### src/rtl/dam_pkg.sv
package dam_pkg;
  localparam int FRAME_SLOTS = 15;
  localparam int LAMP_SLOTS  = 8;

  typedef struct packed {
    logic       clear;
    logic       lamp;
    logic       spare;
    logic       blink;
    logic       cflash;
    logic [2:0] level;
  } ctrl_t;

  // lit slots per 15-slot frame for each brightness level
  function automatic int lit_slots(input logic [2:0] lvl);
    case (lvl)
      3'd0:    return 15;
      3'd1:    return 12;
      3'd2:    return 8;
      3'd3:    return 6;
      3'd4:    return 4;
      3'd5:    return 3;
      3'd6:    return 2;
      default: return 0;
    endcase
  endfunction
endpackage

### src/rtl/dam_duty.sv
module dam_duty #(
  parameter int FRAME = 15,
  parameter int SW    = $clog2(FRAME)
) (
  input  logic          clk,
  input  logic          rst_n,
  input  logic          tick,
  output logic [SW-1:0] slot,
  output logic          frame_wrap
);
  localparam logic [SW-1:0] LAST = SW'(FRAME - 1);

  assign frame_wrap = tick && (slot == LAST);

  always_ff @(posedge clk or negedge rst_n) begin
    if (!rst_n)          slot <= '0;
    else if (frame_wrap) slot <= '0;
    else if (tick)       slot <= slot + 1'b1;
  end

  AST_SLOT_WRAP: assert property (@(posedge clk) disable iff (!rst_n)
    (tick && slot == LAST) |=> (slot == '0));
  AST_SLOT_HOLD: assert property (@(posedge clk) disable iff (!rst_n)
    !tick |=> $stable(slot));
endmodule

### src/rtl/dam_rate.sv
module dam_rate #(
  parameter int HALF_TICKS = 64,
  parameter int CW         = $clog2(HALF_TICKS + 1)
) (
  input  logic clk,
  input  logic rst_n,
  input  logic tick,
  output logic wave,
  output logic wave_flip
);
  localparam logic [CW-1:0] LAST = CW'(HALF_TICKS - 1);
  logic [CW-1:0] cnt;

  assign wave_flip = tick && (cnt == LAST);

  always_ff @(posedge clk or negedge rst_n) begin
    if (!rst_n) begin
      cnt  <= '0;
      wave <= 1'b1;
    end else if (wave_flip) begin
      cnt  <= '0;
      wave <= ~wave;
    end else if (tick) begin
      cnt  <= cnt + 1'b1;
    end
  end

  AST_WAVE_HOLD: assert property (@(posedge clk) disable iff (!rst_n)
    !wave_flip |=> $stable(wave));
  AST_WAVE_FLIP: assert property (@(posedge clk) disable iff (!rst_n)
    wave_flip |=> (wave != $past(wave)));
  AST_CNT_RANGE: assert property (@(posedge clk) disable iff (!rst_n)
    tick |=> (cnt <= LAST));
endmodule

### src/rtl/dam_gate.sv
module dam_gate (
  input  logic bright_on,
  input  logic lamp_on,
  input  logic lamp,
  input  logic blink_en,
  input  logic flash_en,
  input  logic flash_bit,
  input  logic wave,
  output logic en
);
  logic blink_gate, flash_gate;

  assign blink_gate = !blink_en || wave;
  assign flash_gate = !(flash_en && flash_bit) || wave;

  always_comb begin
    if (lamp) en = lamp_on;
    else      en = bright_on && blink_gate && flash_gate;
  end

  always_comb begin
    if (lamp == 1'b0 && bright_on == 1'b0)
      AST_DARK_SLOT: assert (en == 1'b0);
  end
endmodule

### src/rtl/disp_attr_mod.sv
module disp_attr_mod #(
  parameter int NDIG       = 8,
  parameter int HALF_TICKS = 64
) (
  input  logic            clk,
  input  logic            rst_n,
  input  logic            tick,
  input  logic [7:0]      ctrl,
  input  logic [NDIG-1:0] flash,
  output logic [NDIG-1:0] drive_en,
  output logic            lamp_force
);
  import dam_pkg::*;
  localparam int SW = $clog2(FRAME_SLOTS);

  ctrl_t         cw;
  logic [SW-1:0] slot;
  logic          frame_wrap, wave, wave_flip;
  logic          bright_on, lamp_on;

  assign cw = ctrl_t'(ctrl);

  dam_duty #(.FRAME(FRAME_SLOTS), .SW(SW)) u_duty (
    .clk(clk), .rst_n(rst_n), .tick(tick),
    .slot(slot), .frame_wrap(frame_wrap)
  );

  dam_rate #(.HALF_TICKS(HALF_TICKS)) u_rate (
    .clk(clk), .rst_n(rst_n), .tick(tick),
    .wave(wave), .wave_flip(wave_flip)
  );

  assign bright_on  = int'(slot) < lit_slots(cw.level);
  assign lamp_on    = int'(slot) < LAMP_SLOTS;
  assign lamp_force = cw.lamp;

  for (genvar d = 0; d < NDIG; d++) begin : g_dig
    dam_gate u_gate (
      .bright_on(bright_on), .lamp_on(lamp_on), .lamp(cw.lamp),
      .blink_en(cw.blink), .flash_en(cw.cflash), .flash_bit(flash[d]),
      .wave(wave), .en(drive_en[d])
    );
  end

  AST_LAMP_UNIFORM: assert property (@(posedge clk) disable iff (!rst_n)
    lamp_force |-> ($countones(drive_en) == 0 || $countones(drive_en) == NDIG));
  AST_BLANK_LEVEL: assert property (@(posedge clk) disable iff (!rst_n)
    (ctrl[6] == 1'b0 && ctrl[2:0] == 3'd7) |-> (drive_en == '0));
  AST_BLINK_DARK: assert property (@(posedge clk) disable iff (!rst_n)
    (ctrl[6] == 1'b0 && ctrl[4] && !wave) |-> (drive_en == '0));
  AST_FLASH_DARK: assert property (@(posedge clk) disable iff (!rst_n)
    (ctrl[6] == 1'b0 && ctrl[3] && !wave) |-> ((drive_en & flash) == '0));
  AST_FULL_ON: assert property (@(posedge clk) disable iff (!rst_n)
    (ctrl[6] == 1'b0 && ctrl[4:0] == 5'd0) |-> (drive_en == '1));
  AST_WAVE_EDGE_TICK: assert property (@(posedge clk) disable iff (!rst_n)
    (wave != $past(wave)) |-> $past(tick));
endmodule

### config.mk
export PLATFORM = sky130hd
export DESIGN_NAME = disp_attr_mod
export DESIGN_NICKNAME = d
export VERILOG_FILES = /design/src/rtl/dam_pkg.sv /design/src/rtl/dam_duty.sv /design/src/rtl/dam_rate.sv /design/src/rtl/dam_gate.sv /design/src/rtl/disp_attr_mod.sv
export SDC_FILE = /design/constraint.sdc
export NUM_CORES = 1
export LEC_CHECK = 0
export ABC_AREA = 0
export BUFFER_PORTS_ARGS = -buffer_cell sky130_fd_sc_hd__buf_2
export CAP_MARGIN = 20
export CELL_PAD_IN_SITES_DETAIL_PLACEMENT = 2
export CELL_PAD_IN_SITES_GLOBAL_PLACEMENT = 2
export CORE_AREA = 2 2 60 62
export DETAILED_ROUTE_END_ITERATION = 7
export DIE_AREA = 0 0 62 64
export PLACE_DENSITY = 0.76
export SYNTH_ARGS = -nofsm -noshare
export SYNTH_HDL_FRONTEND = slang
export SYNTH_SLANG_ARGS = --single-unit
### constraint.sdc
create_clock -name clk -period 2.1 [get_ports clk]
set_input_delay 0.105 -clock clk [delete_from_list [all_inputs] [get_ports clk]]
set_output_delay 0.105 -clock clk [all_outputs]
set_load 0.02 [all_outputs]
; After elaboration in Yosys (flattened, before gate mapping)
; Index checks and enable logic that the tools add are counted.
[totals]
memories = 0
mem_bits_rw = 0
romBits = 0
inputBits = 19
reg_bits = 12
elab_cells = 69
output_inout_bits = 9
latch_bits = 0
[classes]
n_div = 0
n_lt_le_gt_ge = 2
eq_ne = 8
n_addsub = 2
n_shift = 0
reduce_logical = 40
muxes = 13
multipliers = 0
n_bitwise = 1
[op_table]
columns = cell, count
row1 = 5-bit by 32-bit < comparator with 1-bit output, 1
row2 = 4-bit one-hot mux with 7 select lines, 1
row3 = 1-bit logical AND, 19
row4 = 7-bit 2-to-1 mux, 2
row5 = 3-bit == test (second input constant), 3
row6 = 1-bit logical NOT, 9
row7 = 1-bit logical OR, 9
row8 = 1-bit 2-to-1 mux, 8
row9 = 4-bit 2-to-1 mux, 2
row10 = 7-bit by 1-bit adder with 7-bit output (second input constant), 1
row11 = 7-bit by 6-bit == test with 1-bit output (second input constant), 1
row12 = 3-bit by 2-bit == test with 1-bit output (second input constant), 2
row13 = 4-bit by 1-bit adder with 4-bit output (second input constant), 1
row14 = 4-bit == test (second input constant), 1
row15 = 4-bit < comparator (second input constant), 1
row16 = 2-bit nonzero test, 2
row17 = 3-bit by 1-bit == test with 1-bit output (second input constant), 1
row18 = 3-bit logical NOT, 1
row19 = 1-bit inverter, 1

; Depth between registers and ports, before layout
; Gate-level depths: netlist of run 1.
[logic_depth]
word_depth = 6
mapped_depth = 7
depth_no_buf = 6

; Cells and area by module
; Synthesis of run 1 repeated with hierarchy kept, for this count alone.
[hier_totals]
cells_unflattened = 94
hier_area_um2 = 937.1
[by_module_without_submodules]
columns = module, cells_per_inst, area_each_um2, n_inst, seq_area_each_um2
row1 = dam_rate, 33, 392.9, 1, 201.4
row2 = dam_duty, 24, 211.5, 1, 100.1
row3 = dam_gate, 3, 25.0, 8, 0.0
row4 = disp_attr_mod, 13, 132.6, 1, 0.0

; Least setup slack after synthesis of run 1
; No wires, ideal clock.
[synth_path]
path_type = input port to output port
startpoint = in ctrl[2]
endpoint = out drive_en[1]
arrival_time_ps = 1495
cell_stages = 7
path_buffers = 1
required_ps = 1995
setup_slack_ps = 500
path_cell_list = xnor2_1 > xnor2_1 > ha_1 > o211ai_1 > a211oi_4 > nor3_1 > buf_4
[synth_between]
elab_chain_len = 6
word_cells_on_any_way = 12
classes_between = 1 x order compare / 6 x eq/ne / 2 x mux / 3 x reduce/logical
[synth_rtl]
columns = element, line_no
row1 = "start, declared", disp_attr_mod.sv:8  ; input logic [7:0] ctrl,
row2 = 3-bit == test (tied with other cells), dam_pkg.sv:16  ; case (lvl)
row3 = 4-bit one-hot mux with 7 select lines *, dam_pkg.sv:16
row4 = 5-bit by 32-bit < comparator with 1-bit output *, disp_attr_mod.sv:33  ; assign bright_on = int'(slot) < lit_slots(cw.level);
row5 = 1-bit logical AND * (2 in series), dam_gate.sv:18  ; else en = bright_on && blink_gate && flash_gate;
row6 = 1-bit 2-to-1 mux *, dam_gate.sv:17  ; if (lamp) en = lamp_on;
row7 = "end, declared", disp_attr_mod.sv:10  ; output logic [NDIG-1:0] drive_en,
; Every way passes the cells marked *; elsewhere a longest branch is shown, timed or not.

; Final worst setup path of run 1
[layout_path]
startpoint = reg u_duty.slot[3]
endpoint = out drive_en[4]
[layout_between]
elab_chain_len = 4
word_cells_on_any_way = 5
classes_between = 2 x order compare / 1 x mux / 2 x reduce/logical
[layout_rtl]
columns = element, line_no
row1 = "start, declared", dam_duty.sv:8  ; output logic [SW-1:0] slot,
row2 = "start signal, assigned", dam_duty.sv:18  ; else if (tick) slot <= slot + 1'b1;
row3 = 5-bit by 32-bit < comparator with 1-bit output, disp_attr_mod.sv:33
row4 = 1-bit logical AND (2 in series), dam_gate.sv:18
row5 = 1-bit 2-to-1 mux *, dam_gate.sv:17
; Marks and branches as above.

==> out/results.md, run 1 <==
- run status: finished, final reports clean
- net count of the mapped netlist: 126
- standard cell with the maximum stage delay on the critical path: sky130_fd_sc_hd__dfrtp_1
- detailed-router iteration count before antenna repair: 4
- setup violation total in the final timing report: 0
- most common cell after layout, fill and taps aside: sky130_fd_sc_hd__buf_2
- Synth Area in XOR/XNOR: 5.769%
- total die area: 3968 µm²
- Post-route DRC: 0
- effective utilization at floorplan: 27.73%
- mux share of post-synthesis cell area: 2.473%
- dominant synthesized flop cell: sky130_fd_sc_hd__dfrtp_1
- slew of the pin with the lowest slew margin: 0.3925 ns
- CTS clock-pin slew for the worst setup and hold paths: 0.07 ns
- Data required, critical path: 2.00 ns
- wire length of the first global-routing pass: 3.726 mm
- Crit Path Class: flip-flop to output pin
- cell count after synthesis: 101
- power density over the cells: 1104 nW/µm²
- growth of design area from synthesis to finish: 16.07%
- final hold violation count: 0
- clock buffers created by TritonCTS: 3
- dpl hpwl: 1.783 mm
- global route total overflow: 0
- category of the worst setup path capture point: output pin
- Setup Fix Bufs, Post-CTS: 0
- Site Rows: 21
- library cell with the largest summed area after synthesis: sky130_fd_sc_hd__dfrtp_1
- insertion delay of the later-clocked pin in the worst-skew pair: 0.27 ns
- fraction of final layout cells with drive strength greater than 1: 33.61%
- Final #Nets: 145
- CP Data Arrival Time: 1.83 ns
- Critical Path Start: u_duty.slot[3]
- hold wc startpoint: tick
- final critical-path required period: 1.937 ns
- peak ir drop on the vdd network: 421.3 µV
- Final Util: 32.19%
- CTS tree: yes
- unique cell type count in the Yosys netlist: 31
- Wirelength per Cell: 12.92 µm
- CTS H-tree lvls: 1
- flip-flop and latch count after synthesis: 12
- share of synthesized flip-flops with an asynchronous set or reset: 100.0%
- highest net fanout along the worst path: 8
- initial antenna violation count: 0
- Floorplan Core Area: 3284 µm²
- Post-Syn Area: 910.9 µm²
- sequential area share after synthesis: 33.10%
- average size of a mapped cell: 9.019 µm²
- maximum buffer depth of the clock tree: 2
- leakage component of the power: 0.4643 nW
- number of port buffers: 25
- reported max-cap violation count: 0
- root buffer cell: sky130_fd_sc_hd__clkbuf_4
- critical path's top delay family: compound AO/OA/AOI/OAI gates
- Layout Skew: 0.004380 ns
- pin count of the biggest net entering global routing: 13
- EDFF count, synth: 0
- post-synthesis simple-gate area fraction: 22.39%
- largest cells by area after synthesis: sky130_fd_sc_hd__dfrtp_1 (30%), sky130_fd_sc_hd__nor3_1 (9.3%), sky130_fd_sc_hd__ha_1 (8.2%)
- Max Clk Rate: 0.5164 GHz
- final antenna-violating net count: 0
- Horiz. Die Dim: 62 µm
- via-per-instance ratio: 4.903
- total I/O pin count: 28
- global placement routability congestion: 0.7191
- share of the synthesized area in compound gates (AO/OA/AOI/OAI): 16.76%
- startpoint type of the worst setup path: flip-flop
- worst reg2reg path startpoint: u_rate.cnt[0]
- Final period util: 92.22%
- Yosys warnings: 0
- most frequent cells in the layout: sky130_fd_sc_hd__buf_2 (25), sky130_fd_sc_hd__nor3_1 (17), sky130_fd_sc_hd__dfrtp_1 (11)
- Antenna Diode Count: 0
- worst hold path type: primary input to flip-flop
- CTS sink count: 12
- Slew Limit Fails: 0
- vias in the first global route: 856
- number of buffer and inverter instances along the worst setup path: 1
- area share of fa/ha/maj cells after synthesis: 8.242%
- max_slew headroom: 73.75%
- initial DRC count: 27
- total global-route track usage: 12.16%
- Routed WL: 2.132 mm
- main combinational cell family by area after synthesis: simple AND/OR/NAND/NOR gates
- Worst path max stage delay: 0.44 ns
- routed via count: 809
- Worst Hold Slack: 0.2007 ns
- cell breakdown of the critical path: ha_1 > o211ai_1 > a211oi_4 > nor3_1 > buf_2
- die extent in y: 64 µm
- fraction of synthesized cell area taken by the top area cell type: 30.22%
-- through the flow --
step           instances  instance area [µm²]  power, mW    TNS, ns  worst slack (ns)
2_1_floorplan        101                910.9     0.9349          0            0.5005
3_3_place_gp         160                 1013     0.9935          0            0.3568
3_5_place_dp         160                 1013      1.026          0            0.2729
4_1_cts              165                 1050      1.185          0           0.08099
5_1_grt              165                 1057      1.297  -0.006334         -0.004257
6_report             165                 1057      1.167          0            0.1634
-- path summary, 6_finish.rpt --
kind | depth (start not counted) | end | slack (ns)
min reg2reg | 1 | u_rate.cnt[4] | 0.51
max in group asynchronous | 2 | u_rate.wave | 1.59
min | 3 | u_duty.slot[2] | 0.20
min in group asynchronous | 2 | u_rate.cnt[1] | 0.23
max reg2reg | 4 | u_rate.cnt[0] | 0.78
max | 5 | drive_en[4] | 0.16
-- synthesized netlist by cell type (2+ instances only) --
cell / count
sky130_fd_sc_hd__a21oi_1: 10
sky130_fd_sc_hd__buf_1: 3
sky130_fd_sc_hd__buf_4: 9
sky130_fd_sc_hd__dfrtp_1: 11
sky130_fd_sc_hd__ha_1: 6
sky130_fd_sc_hd__inv_1: 2
sky130_fd_sc_hd__mux2_2: 2
sky130_fd_sc_hd__nand2_1: 6
sky130_fd_sc_hd__nand3_1: 2
sky130_fd_sc_hd__nor2_1: 3
sky130_fd_sc_hd__nor3_1: 17
sky130_fd_sc_hd__o21ai_0: 7
sky130_fd_sc_hd__xnor2_1: 4
sky130_fd_sc_hd__xor2_1: 2
-- per-layer routing --
| metal | GRT usage [%] | routed length, µm | share of wire [%] |
|---|---|---|---|
| met3 | 1.417 | 139 | 6.5 |
| met1 | 14.27 | 880 | 41 |
| met5 | 0 | 0 | 0 |
| met2 | 21.09 | 1092 | 51 |
| met4 | 5.585 | 19 | 0.89 |
-- layout make-up --
class                      instances  area (µm²)
clock buffer                       4       26.28
fill                             398        2227
inverter                           2       7.507
multi-input combinational         73       514.2
sequential                        12       301.5
tap                               46       57.56
timing repair buffer              28       150.1
-- tightest hold or removal path, cell delays in order --
cell	delay, ns
sky130_fd_sc_hd__buf_2	0.18
sky130_fd_sc_hd__nand2_1	0.08
sky130_fd_sc_hd__o21ai_0	0.06
-- registers in the layout, indices dropped and copies added, names as in the netlist --
register and cells:
u_rate.wave 1, u_rate.cnt 7, u_duty.slot 4
-- cells by family (layout without fill, tap and decap cells) --
group                    after synthesis  count (layout)
AO/OA/AOI/OAI                         24              24
XOR/XNOR                               6               6
adder cells (fa/ha/maj)                6               6
buffers and inverters                 16              34
flip-flops                            12              12
multiplexers                           2               2
AND/OR/NAND/NOR                       35              35
-- what timing repair did --
| action | CTS | global route |
|---|---|---|
| hold endpoints to repair | 12 | 0 |
| resized for setup | 0 | 2 |
| hold buffers | 1 | 0 |
| endpoints found under the setup margin | 0 | 6 |
-- power breakdown --
part           internal, mW  switching, mW
clock                0.0734         0.0736
sequential            0.317          0.116
combinational         0.243          0.343
total                 0.634          0.533
No activity file was read; power rests on OpenSTA's default activity.
==> run 2, diff against run 1 <==
Settings changed: CELL_PAD_IN_SITES_DETAIL_PLACEMENT 2 to 0, CELL_PAD_IN_SITES_GLOBAL_PLACEMENT 2 to 1, CORE_AREA 2 2 60 62 to 2 2 59 61, DIE_AREA 0 0 62 64 to 0 0 61 63, PLACE_DENSITY 0.76 to 0.65.
==> out/results.md, run 2 (same netlist as run 1, synthesis figures left out) <==
- part of the power in combinational logic: 48.6%
- Data required, critical path: 2.00 ns
- total I/O pin count: 28
- fillcell total: 333
- CTS clock-pin slew for the worst setup and hold paths: 0.08 ns
- dpl hpwl: 1.351 mm
- final antenna-violating net count: 0
- register bank with the most flops: u_rate.cnt
- highest net fanout along the worst path: 8
- Regs by FF count: u_rate.cnt x7, u_duty.slot x4, u_rate.wave x1
- Setup Fix Bufs, Post-CTS: 0
- number of port buffers: 25
- via-per-instance ratio: 4.661
- power density over the cells: 1105 nW/µm²
- max_slew headroom: 73.90%
- root buffer cell: sky130_fd_sc_hd__clkbuf_4
- Max Clk Rate: 0.5156 GHz
- Wirelength per Cell: 10.18 µm
- total die area: 3843 µm²
- most frequent cells in the layout: sky130_fd_sc_hd__buf_2 (25), sky130_fd_sc_hd__nor3_1 (16), sky130_fd_sc_hd__a21oi_1 (10), sky130_fd_sc_hd__dfrtp_1 (10), sky130_fd_sc_hd__o21ai_0 (7)
- worst hold path type: primary input to flip-flop
- global placement routability congestion: 0.7551
- Psw: 519.1 µW
- Post-route DRC: 0
- growth of design area from synthesis to finish: 17.86%
- Floorplan Core Area: 3232 µm²
- pin count of the biggest net entering global routing: 13
- CTS sink count: 12
- cell area reported after detailed placement: 1013 µm²
- run status: finished, final reports clean
- maximum buffer depth of the clock tree: 2
- setup violation total in the final timing report: 0
- Final #Nets: 145
- Worst path max stage delay: 0.45 ns
- Total Power Consumption: 1.186 mW
- routed via count: 769
- category of the worst setup path capture point: output pin
- Largest register FFs: 7
- detailed-router iteration count before antenna repair: 4
- Layout Skew: 0.007174 ns
- startpoint type of the worst setup path: flip-flop
- CTS tree: yes
- number of buffer and inverter instances along the worst setup path: 1
- effective utilization at floorplan: 28.18%
- insertion delay of the later-clocked pin in the worst-skew pair: 0.27 ns
- initial antenna violation count: 0
- cell area after layout: 1074 µm²
- switching power share of the total: 43.75%
- CP Data Arrival Time: 1.83 ns
- register share of total power: 36.4%
- slew of the pin with the lowest slew margin: 0.3903 ns
- wire length of the first global-routing pass: 2.815 mm
- standard cell with the maximum stage delay on the critical path: sky130_fd_sc_hd__dfrtp_2
- peak ir drop on the vdd network: 502.5 µV
- unrepaired setup endpoints after global routing: yes
- total global-route track usage: 9.340%
- vias in the first global route: 682
- fraction of final layout cells with drive strength greater than 1: 36.13%
- final critical-path required period: 1.939 ns
- internal cell power: 667.4 µW
- initial DRC count: 27
- Slew Limit Fails: 0
- part of the power in the clock network: 15.0%
- leakage component of the power: 0.4699 nW
- clock buffers created by TritonCTS: 3
- CTS H-tree lvls: 1
- final hold violation count: 0
- critical path's top delay family: compound AO/OA/AOI/OAI gates
- Crit Path Class: flip-flop to output pin
- cell breakdown of the critical path: ha_1 > o211ai_1 > a211oi_4 > nor3_1 > buf_2
- Routed WL: 1.680 mm
- global route total overflow: 0
- die extent in y: 63 µm
- reported max-cap violation count: 0
- Site Rows: 21
- most common cell after layout, fill and taps aside: sky130_fd_sc_hd__buf_2
- Horiz. Die Dim: 61 µm
- Antenna Diode Count: 0
- Final period util: 92.35%
run 2: tightest hold or removal path: stages:
cell,delay (ns)
sky130_fd_sc_hd__buf_2,0.18
sky130_fd_sc_hd__nand2_1,0.08
sky130_fd_sc_hd__o21ai_0,0.06
run 2: cell type report:
cell class | count | area [µm²] | share of cell area, %
sequential | 12 | 302.8 | 28.21
tap | 46 | 57.56 | 5.361
multi-input combinational | 73 | 519.2 | 48.37
inverter | 2 | 7.507 | 0.6993
timing repair buffer | 28 | 150.1 | 13.99
clock buffer | 4 | 36.28 | 3.380
run 2: final timing paths:
check	start	endpoint	slack (ns)	cells after the start
setup / recovery	u_duty.slot[3]	drive_en[1]	0.16	5
hold / removal	tick	u_duty.slot[2]	0.21	3
setup reg to reg	u_rate.cnt[0]	u_rate.cnt[0]	0.78	4
hold reg to reg	u_rate.cnt[4]	u_rate.cnt[4]	0.50	1
max in group asynchronous	rst_n	u_rate.wave	1.59	2
min in group asynchronous	rst_n	u_duty.slot[2]	0.24	2
run 2: layer usage:
layer / share of wire [%] / global-route usage, %
met1: 49 / 12.13
met2: 43 / 14.65
met3: 8.5 / 3.727
met4: 0 / 1.630
met5: 0 / 0
run 2: power by group through the flow:
| stage | clock (mW) | sequential, mW | combinational [mW] |
|---|---|---|---|
| after detailed placement | 0 | 0.437 | 0.567 |
| after CTS | 0.187 | 0.432 | 0.571 |
| after global routing | 0.202 | 0.450 | 0.658 |
| after global placement | 0 | 0.434 | 0.558 |
| final | 0.178 | 0.432 | 0.577 |
| after floorplan | 0 | 0.404 | 0.531 |
run 2: timing repair:
action,CTS,global route
gates resized for setup,0,4
hold buffers,1,0
hold endpoints to repair,12,0
setup endpoints to repair,0,8
run 2: metrics by stage:
stage | TNS (ns) | hold slack [ns] | utilization, % | std cells | setup WS, ns
floorplan | 0 | -0.1906 | - | 101 | 0.5005
global placement | 0 | -0.005693 | 31.36 | 160 | 0.3222
detailed placement | 0 | -0.003338 | 31.36 | 160 | 0.3030
CTS | 0 | 0.2012 | 32.79 | 165 | 0.07810
global route | -0.003600 | 0.2143 | 33.22 | 165 | -0.003600
finish | 0 | 0.2056 | 33.22 | 165 | 0.1606
